==> config.mk <==
export PLATFORM = sky130hd
export DESIGN_NAME = irq_status_unit
export DESIGN_NICKNAME = d
export VERILOG_FILES = /design/src/rtl/irq_status_pkg.sv /design/src/rtl/irq_status_ctrl.sv /design/src/rtl/irq_status_dp.sv /design/src/rtl/irq_status_unit.sv
export SDC_FILE = /design/constraint.sdc
export NUM_CORES = 1
export LEC_CHECK = 0
export ABC_CLOCK_PERIOD_IN_PS = 1350
export BUFFER_PORTS_ARGS = -buffer_cell sky130_fd_sc_hd__buf_2
export CORE_MARGIN = 2
export CORE_UTILIZATION = 25
export DETAILED_ROUTE_END_ITERATION = 7
export SLEW_MARGIN = 0
export SYNTH_ARGS = -nofsm -noshare
export SYNTH_HDL_FRONTEND = slang
export SYNTH_SLANG_ARGS = --single-unit
==> constraint.sdc <==
create_clock -name clk -period 1.35 [get_ports clk]
set_input_delay 0.135 -clock clk [delete_from_list [all_inputs] [get_ports clk]]
set_output_delay 0.135 -clock clk [all_outputs]
set_load 0.02 [all_outputs]
==> src/rtl/irq_status_pkg.sv <==
package irq_status_pkg;

  localparam int unsigned WORD_W  = 32;
  localparam int unsigned STATE_W = 3;

  // Bit placement inside the status word (decoded by host software)
  localparam int unsigned SUM_ABN_BIT  = 15;
  localparam int unsigned SUM_NORM_BIT = 16;
  localparam int unsigned RX_LSB       = 17;
  localparam int unsigned TX_LSB       = 20;

  localparam logic [WORD_W-1:0] EVT_BITS   = 32'h0C00_7FFF;
  localparam logic [WORD_W-1:0] NORM_GRP   = 32'h0000_4845;
  localparam logic [WORD_W-1:0] ABN_GRP    = EVT_BITS & ~NORM_GRP;
  localparam logic [WORD_W-1:0] FIXED_ONES = 32'hF000_0000;
  localparam logic [WORD_W-1:0] MASK_RST   = 32'hF3FE_0000;

  typedef struct packed {
    logic wrStatus;
    logic wrMask;
    logic softRst;
    logic rxLoad;
    logic txLoad;
  } strobe_t;

  typedef enum logic [1:0] {
    RD_NONE   = 2'd0,
    RD_STATUS = 2'd1,
    RD_MASK   = 2'd2
  } rdsel_t;

endpackage

==> src/rtl/irq_status_ctrl.sv <==
module irq_status_ctrl
  import irq_status_pkg::*;
#(
  parameter int unsigned ADDR_W      = 3,
  parameter int unsigned STATUS_ADDR = 0,
  parameter int unsigned MASK_ADDR   = 1
) (
  input  logic              softRst,
  input  logic              rxStateLoad,
  input  logic              txStateLoad,
  input  logic              regWrEn,
  input  logic [ADDR_W-1:0] regAddr,
  output strobe_t           strb,
  output rdsel_t            rdSel
);

  localparam logic [ADDR_W-1:0] ST_A = ADDR_W'(STATUS_ADDR);
  localparam logic [ADDR_W-1:0] MK_A = ADDR_W'(MASK_ADDR);

  logic hitStatus;
  logic hitMask;

  assign hitStatus = (regAddr == ST_A);
  assign hitMask   = (regAddr == MK_A);

  // Soft reset masks every other strobe so the datapath sees one cause
  always_comb begin
    strb.softRst  = softRst;
    strb.wrStatus = regWrEn & hitStatus & ~softRst;
    strb.wrMask   = regWrEn & hitMask & ~softRst;
    strb.rxLoad   = rxStateLoad & ~softRst;
    strb.txLoad   = txStateLoad & ~softRst;
  end

  always_comb begin
    if (hitStatus)    rdSel = RD_STATUS;
    else if (hitMask) rdSel = RD_MASK;
    else              rdSel = RD_NONE;
  end

endmodule

==> src/rtl/irq_status_dp.sv <==
module irq_status_dp
  import irq_status_pkg::*;
(
  input  logic               clk,
  input  logic               rstN,
  input  strobe_t            strb,
  input  rdsel_t             rdSel,
  input  logic [WORD_W-1:0]  evtSet,
  input  logic [WORD_W-1:0]  wrData,
  input  logic [STATE_W-1:0] rxStateIn,
  input  logic [STATE_W-1:0] txStateIn,
  output logic [WORD_W-1:0]  rdData,
  output logic               irqOut
);

  logic [WORD_W-1:0]  evtQ;
  logic [WORD_W-1:0]  evtNext;
  logic [WORD_W-1:0]  maskQ;
  logic [WORD_W-1:0]  maskNext;
  logic [WORD_W-1:0]  pendEn;
  logic [STATE_W-1:0] rxStateQ;
  logic [STATE_W-1:0] txStateQ;
  logic               nisQ;
  logic               aisQ;
  logic               irqQ;
  logic               nisNext;
  logic               aisNext;
  logic               irqNext;
  logic [WORD_W-1:0]  statusWord;

  // Per-bit sticky event logic; non-event positions are tied low
  for (genvar i = 0; i < WORD_W; i++) begin : g_bit
    if (EVT_BITS[i]) begin : g_evt
      assign evtNext[i] = evtSet[i] | (evtQ[i] & ~(strb.wrStatus & wrData[i]));
    end else begin : g_fixed
      assign evtNext[i] = 1'b0;
    end
  end

  assign maskNext = strb.wrMask ? wrData : maskQ;
  assign pendEn   = evtNext & maskNext;
  assign nisNext  = |(pendEn & NORM_GRP);
  assign aisNext  = |(pendEn & ABN_GRP);
  assign irqNext  = (nisNext & maskNext[SUM_NORM_BIT]) | (aisNext & maskNext[SUM_ABN_BIT]);

  always_ff @(posedge clk or negedge rstN) begin
    if (!rstN) begin
      evtQ <= '0;
      maskQ <= MASK_RST;
      nisQ <= 1'b0;
      aisQ <= 1'b0;
      irqQ <= 1'b0;
    end else if (strb.softRst) begin
      evtQ <= '0;
      maskQ <= MASK_RST;
      nisQ <= 1'b0;
      aisQ <= 1'b0;
      irqQ <= 1'b0;
    end else begin
      evtQ <= evtNext;
      maskQ <= maskNext;
      nisQ <= nisNext;
      aisQ <= aisNext;
      irqQ <= irqNext;
    end
  end

  always_ff @(posedge clk or negedge rstN) begin
    if (!rstN) begin
      rxStateQ <= '0;
      txStateQ <= '0;
    end else if (strb.softRst) begin
      rxStateQ <= '0;
      txStateQ <= '0;
    end else begin
      if (strb.rxLoad) rxStateQ <= rxStateIn;
      if (strb.txLoad) txStateQ <= txStateIn;
    end
  end

  always_comb begin
    statusWord = FIXED_ONES | evtQ;
    statusWord[RX_LSB +: STATE_W] = rxStateQ;
    statusWord[TX_LSB +: STATE_W] = txStateQ;
    statusWord[SUM_NORM_BIT] = nisQ;
    statusWord[SUM_ABN_BIT] = aisQ;
  end

  always_comb begin
    unique case (rdSel)
      RD_STATUS: rdData = statusWord;
      RD_MASK:   rdData = maskQ;
      default:   rdData = '0;
    endcase
  end

  assign irqOut = irqQ;

  // interrupt only through an enabled, set summary
  p_irq_source_r7: assert property (@(posedge clk) disable iff (!rstN)
    irqQ |-> ((statusWord[SUM_NORM_BIT] & maskQ[SUM_NORM_BIT]) |
              (statusWord[SUM_ABN_BIT] & maskQ[SUM_ABN_BIT])));

  // routine summary needs an enabled pending routine event
  p_norm_cause_r4: assert property (@(posedge clk) disable iff (!rstN)
    nisQ |-> (|(evtQ & maskQ & NORM_GRP)));

  // abnormal summary needs an enabled pending abnormal event
  p_abn_cause_r5: assert property (@(posedge clk) disable iff (!rstN)
    aisQ |-> (|(evtQ & maskQ & ABN_GRP)));

  // a pulse always lands, even against a host clear
  p_set_wins_r9: assert property (@(posedge clk) disable iff (!rstN)
    (!strb.softRst && (|(evtSet & EVT_BITS))) |=>
      ((evtQ & $past(evtSet & EVT_BITS)) == $past(evtSet & EVT_BITS)));

  // written ones without a matching pulse are cleared
  p_clear_r3: assert property (@(posedge clk) disable iff (!rstN)
    (strb.wrStatus && !strb.softRst) |=>
      ((evtQ & $past(wrData & ~evtSet & EVT_BITS)) == '0));

  // state fields hold without their load strobe
  p_rx_hold_r10: assert property (@(posedge clk) disable iff (!rstN)
    (!strb.rxLoad && !strb.softRst) |=> $stable(rxStateQ));

  p_tx_hold_r10: assert property (@(posedge clk) disable iff (!rstN)
    (!strb.txLoad && !strb.softRst) |=> $stable(txStateQ));

  // enable write stores the full word
  p_mask_load_r8: assert property (@(posedge clk) disable iff (!rstN)
    (strb.wrMask && !strb.softRst) |=> (maskQ == $past(wrData)));

  // soft reset returns the enable word and drops the interrupt
  p_soft_rst_r11: assert property (@(posedge clk) disable iff (!rstN)
    strb.softRst |=> (maskQ == MASK_RST && !irqQ && evtQ == '0));

endmodule

==> src/rtl/irq_status_unit.sv <==
module irq_status_unit
  import irq_status_pkg::*;
#(
  parameter int unsigned ADDR_W      = 3,
  parameter int unsigned STATUS_ADDR = 0,
  parameter int unsigned MASK_ADDR   = 1
) (
  input  logic              clk,
  input  logic              rstN,
  input  logic              softRst,
  input  logic [31:0]       evtSet,
  input  logic              rxStateLoad,
  input  logic [2:0]        rxStateIn,
  input  logic              txStateLoad,
  input  logic [2:0]        txStateIn,
  input  logic              regWrEn,
  input  logic [ADDR_W-1:0] regAddr,
  input  logic [31:0]       regWrData,
  output logic [31:0]       regRdData,
  output logic              irqOut
);

  strobe_t strb;
  rdsel_t  rdSel;

  irq_status_ctrl #(
    .ADDR_W      (ADDR_W),
    .STATUS_ADDR (STATUS_ADDR),
    .MASK_ADDR   (MASK_ADDR)
  ) u_ctrl (
    .softRst     (softRst),
    .rxStateLoad (rxStateLoad),
    .txStateLoad (txStateLoad),
    .regWrEn     (regWrEn),
    .regAddr     (regAddr),
    .strb        (strb),
    .rdSel       (rdSel)
  );

  irq_status_dp u_dp (
    .clk       (clk),
    .rstN      (rstN),
    .strb      (strb),
    .rdSel     (rdSel),
    .evtSet    (evtSet),
    .wrData    (regWrData),
    .rxStateIn (rxStateIn),
    .txStateIn (txStateIn),
    .rdData    (regRdData),
    .irqOut    (irqOut)
  );

endmodule

==> flow_summary_export.csv <==
group,metric,value,unit
run_status,outcome,"complete, but fails checks",
setup_path,cp_cell_sequence,"buf_6 -> or4b_4 -> buf_6 -> o32ai_4 -> a21oi_2 -> a2111oi_4 -> nand4_1 -> a22o_1",
cts,clk_pin_slew,0.05,ns
floorplanning,die_w,112,um
yosys,synth_area_per_cell,10.0,sq um
yosys,ys_ff_latch,58,
cells_and_area,drive_gt1_frac,0.439,
cells_and_area,fillCellCount,1160,
cells_and_area,seq_area,1470,sq um
yosys,synth-adder-area-share,0,
floorplanning,fp-row-count,39,
sta,final_max_slew_viol_count,0,
cts,cts_tree,"done",
detailed_routing,viasPerCell,4.75,
power,peakVddDrop,0.517,mV
grt,grt_max_degree,59,
setup_path,arrival,1.94,ns
sta,hold_viol_final,0,
grt,antenna_found_initial,0,
cts,insertion_delay,0.32,ns
setup_path,crit_required,1.55,ns
yosys,synth_compound_area_frac,0.161,
sta,rsz0062_at_grt,"yes",
cts,clockRootBuffer,"clkbuf_16",
detailed_routing,via_count,2713,
yosys,synthMuxAreaShare,0.141,
yosys,syn_nets,371,
detailed_routing,wl,8790,um
setup_path,crit_path_end_kind,"register",
sta,relSlewSlack,0.761,
sta,tightest_slew,0.354,ns
floorplanning,initial_core_util,0.256,
detailed_routing,postRouteAntennaNets,0,
grt,grt_pass1_vias,2734,
cells_and_area,instances_no_fill,571,
cts,clock_path_buffers,2,
yosys,synthCells,292,
cells_and_area,multi_input_area,1430,sq um
sta,finalClockSkew,0.00556,ns
detailed_routing,first_pass_iters,4,
grt,grt_pass1_wl,13700,um
floorplanning,pin_count,112,
setup_path,cpMostUsedCell,"buf_6",
placement,hpwl,6400,um
setup_path,path_class,"in2reg",
cells_and_area,utilization,0.380,
cts,htreeDepth,3,
yosys,yosysWarnings,0,
yosys,synth.distinct_cells,41,
cells_and_area,antennaDiodeCount,0,
yosys,yosysSeqAreaShare,0.502,
placement,port_buffers,96,
cts,cts_buffers,9,
yosys,async_reset_ff_frac,1.00,
sta,fin_crit_sh,1.28,
sta,fin_crit,1.73,ns
setup_path,slowest_stage,"or4b_4",
cts,numClockSinks,58,
yosys,synth_area,2920,sq um
sta,setup_ws,-0.382,ns
yosys,synthSimpleGateAreaFrac,0.154,
flow_run,max_cap_violations,0,
placement,placedCellCount,553,
yosys,synth_ff_type,"dfrtp_1",
cells_and_area,nets,502,
floorplanning,die_h,112,um
yosys,synth-edff-count,0,
yosys,synth-xor-area-share,0,
yosys,synth_top_family_by_area,"compound AO/OA/AOI/OAI gates",
detailed_routing,drc_errors,0,
grt,overflow,0,
floorplanning,dieArea,12600,sq um
sta,max_freq,0.577,GHz
setup_path,critPathMaxStageDelay,0.62,ns
grt,grt_usage,0.138,
detailed_routing,drt-initial-drc-count,121,
floorplanning,core_area,11400,sq um
placement,place.gp.congestion,0.767,
power,p_per_area,1150,nW/um^2
min_path,hold_class,"in2reg",
power,leakagePower,2.17,nW
setup_path,crit_path_max_fanout,7,
cells_and_area,area_growth,48.5,%
run_status,violations,"negative setup slack",
detailed_routing,wire_per_inst,15.4,um
setup_path,startpoint_type,"input port",
sta,finalSetupViolCount,3,
[power by group]
| part | internal (W) | total [W] | leakage, nW | switching (W) |
|---|---|---|---|---|
| clock | 0.00166 | 0.00244 | 0.156 | 0.000786 |
| sequential | 0.00181 | 0.00185 | 0.735 | 0.0000366 |
| combinational | 0.000319 | 0.000682 | 1.28 | 0.000363 |
[cell usage in the layout, fill, tap and decap left out, types with 3 or more instances in the layout]
| cell | n |
|---|---|
| buf_2 | 87 |
| nor2_1 | 66 |
| dfrtp_1 | 45 |
| buf_4 | 43 |
| mux2i_1 | 38 |
| a21oi_1 | 21 |
| nand3_1 | 14 |
| dfstp_2 | 13 |
| o22a_1 | 10 |
| clkbuf_16 | 9 |
| inv_1 | 8 |
| a31oi_1 | 5 |
| a21oi_2 | 5 |
| nor2b_1 | 4 |
| o21ai_1 | 4 |
| and3_1 | 3 |
| o21ai_2 | 3 |
| a2bb2o_1 | 3 |
| buf_8 | 3 |
| buf_6 | 3 |
| buf_12 | 3 |
[timing repair]
action | CTS | global route
endpoints found under the setup margin | 14 | 14
resized for setup | 13 | 21
gates cloned | 0 | 0
pin swaps | 2 | 3
hold buffers | 1 | 0
hold endpoints to repair | 45 | 0
buffers inserted | 1 | 0
[through the flow]
step | power, W | hold WS, ns | area, sq um | setup TNS, ns | setup slack [ns]
after global placement | 0.00251 | 0.161 | 3870 | -6.32 | -0.712
after detailed placement | 0.00252 | 0.166 | 3870 | -6.97 | -0.799
after global routing | 0.00517 | 0.0490 | 4340 | -1.16 | -0.448
final | 0.00498 | 0.0448 | 4340 | -0.935 | -0.382
after CTS | 0.00502 | 0.0408 | 4260 | -1.05 | -0.416
after floorplan | 0.00217 | -0.161 | 2960 | -2.19 | -0.576
[cells in the mapped netlist, drive strengths merged, types with 2 or more instances]
cell	count	area (sq um)
nand2	3	11.3
clkbuf	14	52.6
a21oi	26	134
nand3	14	70.1
nor2	66	248
dfrtp	45	1130
o22a	10	87.6
o32ai	2	36.3
a32o	2	20.0
nand2b	2	12.5
a2bb2o	4	40.0
dfstp	13	342
a31oi	5	31.3
mux2i	40	400
and3	3	18.8
inv	9	33.8
o21ai	7	35.0
nor2b	4	25.0
buf	6	37.5
nor4b	2	23.8
[flip-flops by register name (all words and copies together), names as in the netlist]
register and cells:
u_dp.nisQ 1, u_dp.rxStateQ 3, u_dp.txStateQ 3, u_dp.irqOut 1, u_dp.aisQ 1, u_dp.evtQ 17
u_dp.maskQ 32
[cell type report]
type,instances,share of cell area
timing repair buffer,140,0.209
multi-input combinational,205,0.330
clock buffer,11,0.0559
clock inverter,5,0.0179
tap,143,0.0412
inverter,9,0.00778
sequential,58,0.338
[cell families (layout without fill, tap and decap cells)]
logic type	after synthesis	after routing
buffers and inverters	29	165
AND/OR/NAND/NOR	99	99
flip-flops	58	58
AO/OA/AOI/OAI	65	65
multiplexers	41	41
[worst paths after layout]
check / from / endpoint / slack, ns / cells after the start
min: evtSet[27] / u_dp.evtQ[27] / 0.04 / 3
min reg2reg: u_dp.maskQ[29] / u_dp.maskQ[29] / 0.48 / 2
max reg2reg: u_dp.maskQ[26] / u_dp.irqOut / -0.24 / 4
max: regAddr[2] / u_dp.irqOut / -0.38 / 8
min in group asynchronous: rstN / u_dp.evtQ[2] / 0.34 / 3
max in group asynchronous: rstN / u_dp.maskQ[31] / 0.69 / 3
[worst max-delay path: cells and delay by family]
family	cells	cell delay, ns
simple gates	2	0.78
compound gates	4	0.73
buf+inv	2	0.28
[per-layer routing]
layer / GRT usage / part of all wire
met1: 0.173 / 0.45
met2: 0.233 / 0.48
met3: 0.0448 / 0.060
met4: 0.0276 / 0.0079
met5: 0 / 0
(Power assumes the default switching activity.)
